**config.mk**
```make
export PLATFORM = sky130hd
export DESIGN_NAME = dtg_top
export DESIGN_NICKNAME = d
export VERILOG_FILES = /design/src/rtl/dtg_pkg.sv /design/src/rtl/dtg_regs.sv /design/src/rtl/dtg_ctrl.sv /design/src/rtl/dtg_datapath.sv /design/src/rtl/dtg_top.sv
export SDC_FILE = /design/constraint.sdc
export NUM_CORES = 1
export LEC_CHECK = 0
export BUFFER_PORTS_ARGS = -buffer_cell sky130_fd_sc_hd__buf_2
export CAP_MARGIN = 25
export CORE_AREA = 2 2 142 144
export CTS_BUF_LIST = sky130_fd_sc_hd__clkbuf_4 sky130_fd_sc_hd__clkbuf_8 sky130_fd_sc_hd__clkbuf_16
export CTS_CLUSTER_SIZE = 14
export DETAILED_ROUTE_END_ITERATION = 8
export DIE_AREA = 0 0 144 146
export MAX_ROUTING_LAYER = met4
export PLACE_DENSITY = 0.61
export SYNTH_ARGS = -nofsm -noshare
export SYNTH_HDL_FRONTEND = slang
export SYNTH_SLANG_ARGS = --single-unit
```
**constraint.sdc**
```tcl
create_clock -name clk -period 2.1 [get_ports clk]
set_input_delay 0.21 -clock clk [delete_from_list [all_inputs] [get_ports clk]]
set_output_delay 0.21 -clock clk [all_outputs]
set_load 0.005 [all_outputs]
```
**src/rtl/dtg_pkg.sv**
```systemverilog
package dtg_pkg;
  localparam int CNT_W = 11;

  localparam int ADDR_HORIZ = 0;
  localparam int ADDR_FPH   = 1;
  localparam int ADDR_VERT  = 2;
  localparam int ADDR_VBLK  = 3;
  localparam int ADDR_VSYN  = 4;
  localparam int ADDR_FPV   = 5;
  localparam int ADDR_MODE  = 6;

  typedef logic [CNT_W-1:0] cnt_t;

  typedef struct packed {
    cnt_t hTotal;
    cnt_t hActive;
    cnt_t fhStart;
    cnt_t fhEnd;
    cnt_t vTotal;
    cnt_t vActive;
    cnt_t vbStart;
    cnt_t vbEnd;
    cnt_t vsStart;
    cnt_t vsEnd;
    cnt_t fvStart;
    cnt_t fvEnd;
    logic interlace;
  } dtg_cfg_t;

  typedef struct packed {
    logic pixWrap;
    logic lineStep;
    logic frameWrap;
  } dtg_strobe_t;
endpackage

```
**src/rtl/dtg_regs.sv**
```systemverilog
module dtg_regs
  import dtg_pkg::*;
#(
  parameter int ADDR_W = 3
) (
  input  logic              clk,
  input  logic              rst,
  input  logic              wrEn,
  input  logic [ADDR_W-1:0] wrAddr,
  input  cnt_t              wrStart,
  input  cnt_t              wrEnd,
  input  logic              lock,
  output dtg_cfg_t          cfg
);
  logic wrOk;
  assign wrOk = wrEn && !lock;

  always_ff @(posedge clk) begin
    if (rst) begin
      cfg <= '0;
    end else if (wrOk) begin
      case (int'(wrAddr))
        ADDR_HORIZ: begin cfg.hActive <= wrStart; cfg.hTotal <= wrEnd; end
        ADDR_FPH:   begin cfg.fhStart <= wrStart; cfg.fhEnd  <= wrEnd; end
        ADDR_VERT:  begin cfg.vActive <= wrStart; cfg.vTotal <= wrEnd; end
        ADDR_VBLK:  begin cfg.vbStart <= wrStart; cfg.vbEnd  <= wrEnd; end
        ADDR_VSYN:  begin cfg.vsStart <= wrStart; cfg.vsEnd  <= wrEnd; end
        ADDR_FPV:   begin cfg.fvStart <= wrStart; cfg.fvEnd  <= wrEnd; end
        ADDR_MODE:  cfg.interlace <= wrStart[0];
        default: ;
      endcase
    end
  end
endmodule

```
**src/rtl/dtg_ctrl.sv**
```systemverilog
module dtg_ctrl
  import dtg_pkg::*;
(
  input  dtg_cfg_t    cfg,
  input  cnt_t        hCount,
  input  cnt_t        vCount,
  output dtg_strobe_t strb
);
  cnt_t hHalf;
  logic halfHit;

  assign hHalf = cfg.hTotal >> 1;

  always_comb begin
    strb.pixWrap   = hCount >= cfg.hTotal;
    halfHit        = cfg.interlace && (hCount == hHalf) && !strb.pixWrap;
    strb.lineStep  = strb.pixWrap || halfHit;
    strb.frameWrap = strb.lineStep && (vCount >= cfg.vTotal);
  end
endmodule

```
**src/rtl/dtg_datapath.sv**
```systemverilog
module dtg_datapath
  import dtg_pkg::*;
(
  input  logic        clk,
  input  logic        rst,
  input  dtg_cfg_t    cfg,
  input  dtg_strobe_t strb,
  output cnt_t        hCount,
  output cnt_t        vCount,
  output logic        field,
  output logic        vBlank,
  output logic        vSync,
  output logic        fpHSync,
  output logic        fpVSync,
  output logic        active
);
  cnt_t blkStart, blkEnd;
  logic fpHsNext, fpVsInt;

  always_comb begin
    blkStart = cfg.interlace ? cfg.vActive + cnt_t'(1) : cfg.vbStart;
    blkEnd   = cfg.interlace ? cfg.vTotal : cfg.vbEnd;
    if (hCount == cfg.fhEnd)        fpHsNext = 1'b0;
    else if (hCount == cfg.fhStart) fpHsNext = 1'b1;
    else                            fpHsNext = fpHSync;
  end

  always_ff @(posedge clk) begin
    if (rst) begin
      hCount <= '0;
      vCount <= '0;
      field  <= 1'b0;
    end else begin
      hCount <= strb.pixWrap ? '0 : hCount + cnt_t'(1);
      if (strb.lineStep) vCount <= strb.frameWrap ? '0 : vCount + cnt_t'(1);
      if (strb.frameWrap) field <= cfg.interlace && !field;
    end
  end

  always_ff @(posedge clk) begin
    if (rst) begin
      vBlank  <= 1'b0;
      vSync   <= 1'b0;
      fpHSync <= 1'b0;
      fpVsInt <= 1'b0;
      fpVSync <= 1'b0;
      active  <= 1'b0;
    end else begin
      if (vCount == blkEnd)          vBlank <= 1'b0;
      else if (vCount == blkStart)   vBlank <= 1'b1;
      if (vCount == cfg.vsEnd)       vSync <= 1'b0;
      else if (vCount == cfg.vsStart) vSync <= 1'b1;
      if (vCount == cfg.fvEnd)       fpVsInt <= 1'b0;
      else if (vCount == cfg.fvStart) fpVsInt <= 1'b1;
      fpHSync <= fpHsNext;
      if (fpHsNext && !fpHSync) fpVSync <= fpVsInt;
      active <= (hCount <= cfg.hActive) && (vCount <= cfg.vActive);
    end
  end
endmodule

```
**src/rtl/dtg_top.sv**
```systemverilog
module dtg_top
  import dtg_pkg::*;
#(
  parameter int ADDR_W = 3
) (
  input  logic              clk,
  input  logic              rst,
  input  logic              wrEn,
  input  logic [ADDR_W-1:0] wrAddr,
  input  logic [CNT_W-1:0]  wrStart,
  input  logic [CNT_W-1:0]  wrEnd,
  input  logic              lock,
  output logic [CNT_W-1:0]  hCount,
  output logic [CNT_W-1:0]  vCount,
  output logic              field,
  output logic              vBlank,
  output logic              vSync,
  output logic              fpHSync,
  output logic              fpVSync,
  output logic              active
);
  dtg_cfg_t    cfg;
  dtg_strobe_t strb;

  dtg_regs #(.ADDR_W(ADDR_W)) u_regs (
    .clk(clk), .rst(rst), .wrEn(wrEn), .wrAddr(wrAddr),
    .wrStart(wrStart), .wrEnd(wrEnd), .lock(lock), .cfg(cfg)
  );

  dtg_ctrl u_ctrl (
    .cfg(cfg), .hCount(hCount), .vCount(vCount), .strb(strb)
  );

  dtg_datapath u_dp (
    .clk(clk), .rst(rst), .cfg(cfg), .strb(strb),
    .hCount(hCount), .vCount(vCount), .field(field),
    .vBlank(vBlank), .vSync(vSync), .fpHSync(fpHSync),
    .fpVSync(fpVSync), .active(active)
  );
endmodule

```
# After elaboration in Yosys (flattened, before gate mapping)
# Index checks and enable logic that the tools add are counted.
# classes
addsub	3
n_lt_le_gt_ge	4
eq_ne	15
n_mux	5
reduce_logical	24
# op_table
cell	n
$eq 11x11->1	8
$add 11x1->11 const B	3
$mux 11	3
$ge 11x11->1	2
$le 11x11->1	2
$reduce_and 2->1	7
$eq 11x10->1	1
$eq 3x3->1 const B	3
$reduce_or 2->1	4
$logic_and 1x1->1	7
$eq 3x2->1 const B	2
$logic_not 1->1	4
$eq 3x1->1 const B	1
$logic_not 3->1	1
$mux 1	2
$logic_or 1x1->1	1
# word_totals
ff_bits	162
inputBits	29
out_inout_bits	28

# Depth between registers and ports, before layout
# logic_depth
word_depth	6
ltp_mapped	11
ltp_nobuf	9

# Cells and area by module
# Synthesis repeated with hierarchy kept, for this count alone.
# unflattened
cells_unflattened	966
hier_area_um2	9222.6
# by_module_without_submodules
module	instances	cells_each	area_each_um2
dtg_regs	1	464	5212.5
dtg_datapath	1	410	3342.0
dtg_ctrl	1	92	668.1

# Worst setup path before layout
# No wires, ideal clock.
# synth_path
path_kind	flip-flop to flip-flop
start	register u_dp.hCount[0]
end	register u_dp.vCount[10]
setup_ns	0.070
t_arrival_ns	2.191
t_required_ns	2.030
path_slack_ns	-0.161
stages_incl_launch_ff	12
path_buffers	2
synth_period_minus_slack_ns	2.261
path_cell_list	dfxtp_1 buf_2 inv_1 ha_1 nor2b_1 o21ai_0 a21oi_1 o21ai_0 nor2_2 buf_6 or4_1 a21oi_1
# synth_between
elab_chain_len	6
elab_cells_between_ends	8
cone_classes	order compare (1); eq/ne (1); mux (1); reduce/logical (5)
# synth_lines
element	line_no	rtl
start: declaration	dtg_datapath.sv:8	output cnt_t hCount,
start signal: assignment	dtg_datapath.sv:34	hCount <= strb.pixWrap ? '0 : hCount + cnt_t'(1);
$ge 11x11->1 or $eq 11x10->1 (tied branches)	dtg_ctrl.sv:15, dtg_ctrl.sv:16	
$logic_not 1->1 or $logic_and 1x1->1 (tied branches)	dtg_ctrl.sv:16	halfHit = cfg.interlace && (hCount == hHalf) && !strb.pixWrap;
$logic_and 1x1->1	dtg_ctrl.sv:16	
$logic_or 1x1->1 *	dtg_ctrl.sv:17	strb.lineStep = strb.pixWrap || halfHit;
$logic_and 1x1->1	dtg_ctrl.sv:18	strb.frameWrap = strb.lineStep && (vCount >= cfg.vTotal);
$mux 11	dtg_datapath.sv:35	if (strb.lineStep) vCount <= strb.frameWrap ? '0 : vCount + cnt_t'(1);
end signal: assignment	dtg_datapath.sv:35	
end: declaration	dtg_datapath.sv:9	output cnt_t vCount,
# Every way passes the cells marked *; elsewhere a longest branch is shown, timed or not.
# A chain may end at the register's enable or synchronous reset.

# Worst setup path after layout
# layout_path
start	register u_regs.cfg[124] (netlist name)
end	register u_dp.vCount[9]
# layout_between
elab_chain_len	6
elab_cells_between_ends	8
cone_classes	order compare (1); eq/ne (1); mux (1); reduce/logical (5)
# layout_lines
element	line_no
$ge 11x11->1 or $eq 11x10->1 (tied branches)	dtg_ctrl.sv:15, dtg_ctrl.sv:16
$logic_not 1->1 or $logic_and 1x1->1 (tied branches)	dtg_ctrl.sv:16
$logic_and 1x1->1	dtg_ctrl.sv:16
$logic_or 1x1->1 *	dtg_ctrl.sv:17
$logic_and 1x1->1	dtg_ctrl.sv:18
$mux 11	dtg_datapath.sv:35
# Marked as above.

==> impl_metrics.ini <==
[run]
maxCapViolCount = 0

[cells_and_area]
syn2layout_area_growth_pct = 20.6
drive_above_1_share = 0.177
nets = 1273
fin_area_um2 = 10400

[clocking]
cts.htree.levels = 4
numCtsBuffers = 17
clock-sinks = 162
postCtsHoldBufs = 0
clock_latency_ns = 0.43
clock_path_buffers = 2
cts_root_buf = clkbuf_16
cts_tree = built
clk_pin_slew_worst_paths_ns = 0.06

[placement]
hpwl_mm = 17.8
port_buffers = 56
placed_cell_area_um2 = 9520
globalplace.congestion = 0.854
pre_cts_ws_ns = -0.199

[detailed_routing]
vias = 7843
drt_first_pass_iters = 5
ant_nets = 0
drt-wirelength-per-cell_um = 17.9
vias_per_cell = 5.32
drt_wl_total_mm = 26.3
first_iter_violations = 571
post-route-drc-count = 0

[worst_setup_path]
start_kind = flip-flop
path_common_cell = a21oi_2
cp_max_fo = 5
worstPathRequired_ns = 2.46
slowest_stage = or4_4
cp-end-kind = flip-flop
crit_chain = inv_1 -> ha_1 -> nand2_1 -> o21ai_1 -> a21oi_2 -> o21ai_2 -> buf_6 -> nor2_4 -> or4_4 -> a21oi_2
critical_path_class = reg2reg
worstPathArrival_ns = 2.51
slowest_delay_ns = 0.53

[sta]
skew_ns = 0.00973
rsz0062_at_grt = yes
period_share = 1.02
fmax_mhz = 466
slew_violations = 0
layout_setup_ws_ns = -0.0477
hold_violations = 0
period_needed_ns = 2.15
worst_pin_slew_ns = 0.528
setup_viol = 6
relSlewSlack = 0.648

[status]
violations = setup timing
outcome = finished with violations

[yosys]
yosysSeqAreaShare = 0.375
netlist.area_leader.share = 0.375
synth_area_leaders = dfxtp_1, nand2_1, a21oi_1, xor2_1, ha_1
synth_ff_type = dfxtp_1
synth_area_per_cell_um2 = 7.81
yosys_warnings = 0
ys_async_sr_fraction = 0
synth_cell_types = 57
synth_edf_count = 0
synth_cells = 1107
ys_seq_elements = 162
syn_area_um2 = 8640
synth_top_area_cell = dfxtp_1
syn_nets = 1183

[global_routing]
grt_pass1_wl_mm = 40.8
antenna_found_initial = 1
grt_pass1_vias = 7260
gr-total-overflow = 0
grt_usage = 0.262
grt_start_max_net_pins = 110

[pwr]
p_per_area_nw_per_um2 = 701
finalPower_mw = 7.30
vdd_ir_drop_max_uv = 659
p_leak_nw = 4.31

[die]
fp-row-count = 51
initial_core_util = 0.447
die_x_um = 144
die_area_um2 = 21000
core_um2 = 19300
die_h_um = 146
ios = 57

[min_path]
hp-class = in2reg
routing by layer:
metal	up-vias	track usage	wire length, um
met5	-	-	0
met4	0	0.0828	667
met3	42	0.0421	1380
met2	209	0.402	12400
met1	3709	0.354	11900
li1	3883	-	-
registers in the layout (all words and copies together) (netlist names):
signal	cells
u_dp.field	1
u_dp.fpVSync	1
u_dp.vBlank	1
u_dp.fpHSync	1
u_dp.fpVsInt	1
u_dp.hCount	11
u_dp.active	1
u_dp.vSync	1
u_regs.cfg	133
u_dp.vCount	11
layout by cell type (no fill, tap or decap), types with 3 or more instances in the layout:
cell type and n:
a211oi_1 4, a21o_1 5, a21oi_1 155, a21oi_2 4
a221o_1 3, a31oi_1 4, and3_1 5, buf_2 55
buf_4 78, buf_6 7, bufinv_16 6, clkbuf_16 17
clkbuf_8 4, dfxtp_1 154, dfxtp_2 7, ha_1 46
inv_1 47, mux2i_1 13, nand2_1 287, nand2b_1 4
nand3_1 19, nand3b_1 5, nand4_1 16, nor2_1 30
nor2_2 5, nor2b_1 7, nor3_1 11, nor3b_1 6
nor4_1 10, o21ai_0 14, o21ai_1 6, o31ai_1 5
or4_1 4, xnor2_1 30, xor2_1 81
cell type report:
type	instances	area, um2
clock inverters	9	201
inverters	47	176
repair buffers	143	995
well taps	265	332
fillers	1836	8910
flip-flops and latches	162	3260
multi-input cells	826	4970
clock buffers	21	480
diodes	2	5.00
critical path: cells and delay by family (launching register included):
kind            cells  cell delay, ns
simple gates        3            0.63
fa+ha+maj           1            0.28
flops               1            0.35
buf+inv             2            0.19
compound gates      4            0.62
repair_timing:
action                     in CTS  in global routing
setup buffers                   4                  2
gates resized for setup        21                 26
pin swaps                      15                 13
gates cloned                    1                  0
setup endpoints to repair      13                 26
worst paths after layout:
| check | start | to | slack, ns | cells after the start |
|---|---|---|---|---|
| worst max-delay path | u_regs.cfg[124] | u_dp.vCount[9] | -0.05 | 10 |
| worst min-delay path | wrEnd[7] | u_regs.cfg[8] | 0.12 | 3 |
| worst max register to register | u_regs.cfg[124] | u_dp.vCount[9] | -0.05 | 10 |
| worst min register to register | u_regs.cfg[114] | u_regs.cfg[114] | 0.45 | 2 |
through the flow:
step                       util  hold slack [ns]  setup TNS [ns]  cells
after CTS                 0.533            0.115         -0.0177   1471
after floorplan               -            0.346         -0.0354   1107
after global placement    0.492            0.443           -1.07   1436
after detailed placement  0.492            0.448           -1.98   1436
after global routing      0.539            0.119           -1.61   1474
final                     0.539            0.123          -0.229   1475
cell families after synthesis:
logic type / after synthesis / share of synthesized area
AOI/OAI and AO/OA: 221 / 0.142
and+or+nand+nor: 431 / 0.220
adders and majority gates: 47 / 0.0681
xor gates and xnor gates: 112 / 0.114
DFF: 162 / 0.375
buffers and inverters: 120 / 0.0646
muxes: 14 / 0.0164
cell usage after synthesis (3+ instances only):
library cell,n
clkbuf_1,49
a31oi_1,4
nor4_1,12
o31ai_1,7
nor2b_1,7
nor2_1,35
buf_2,7
nand2_1,287
a21o_1,5
nand3_1,20
nand4_1,16
nor3b_1,7
xor2_1,82
a211oi_1,4
buf_1,5
mux2i_1,13
nor3_1,13
nand3b_1,5
dfxtp_1,162
nand2b_1,5
clkbuf_8,5
o21ai_0,21
xnor2_1,30
a221o_1,3
a21oi_1,159
or4_1,5
inv_1,47
ha_1,47
and3_1,5
buf_6,6
power by group:
group	internal [mW]	switching [mW]
Combinational	0.196	0.352
Clock	2.34	1.26
Sequential	3.12	0.0315
Total	5.66	1.64
No activity file was read; power rests on OpenSTA's default activity.
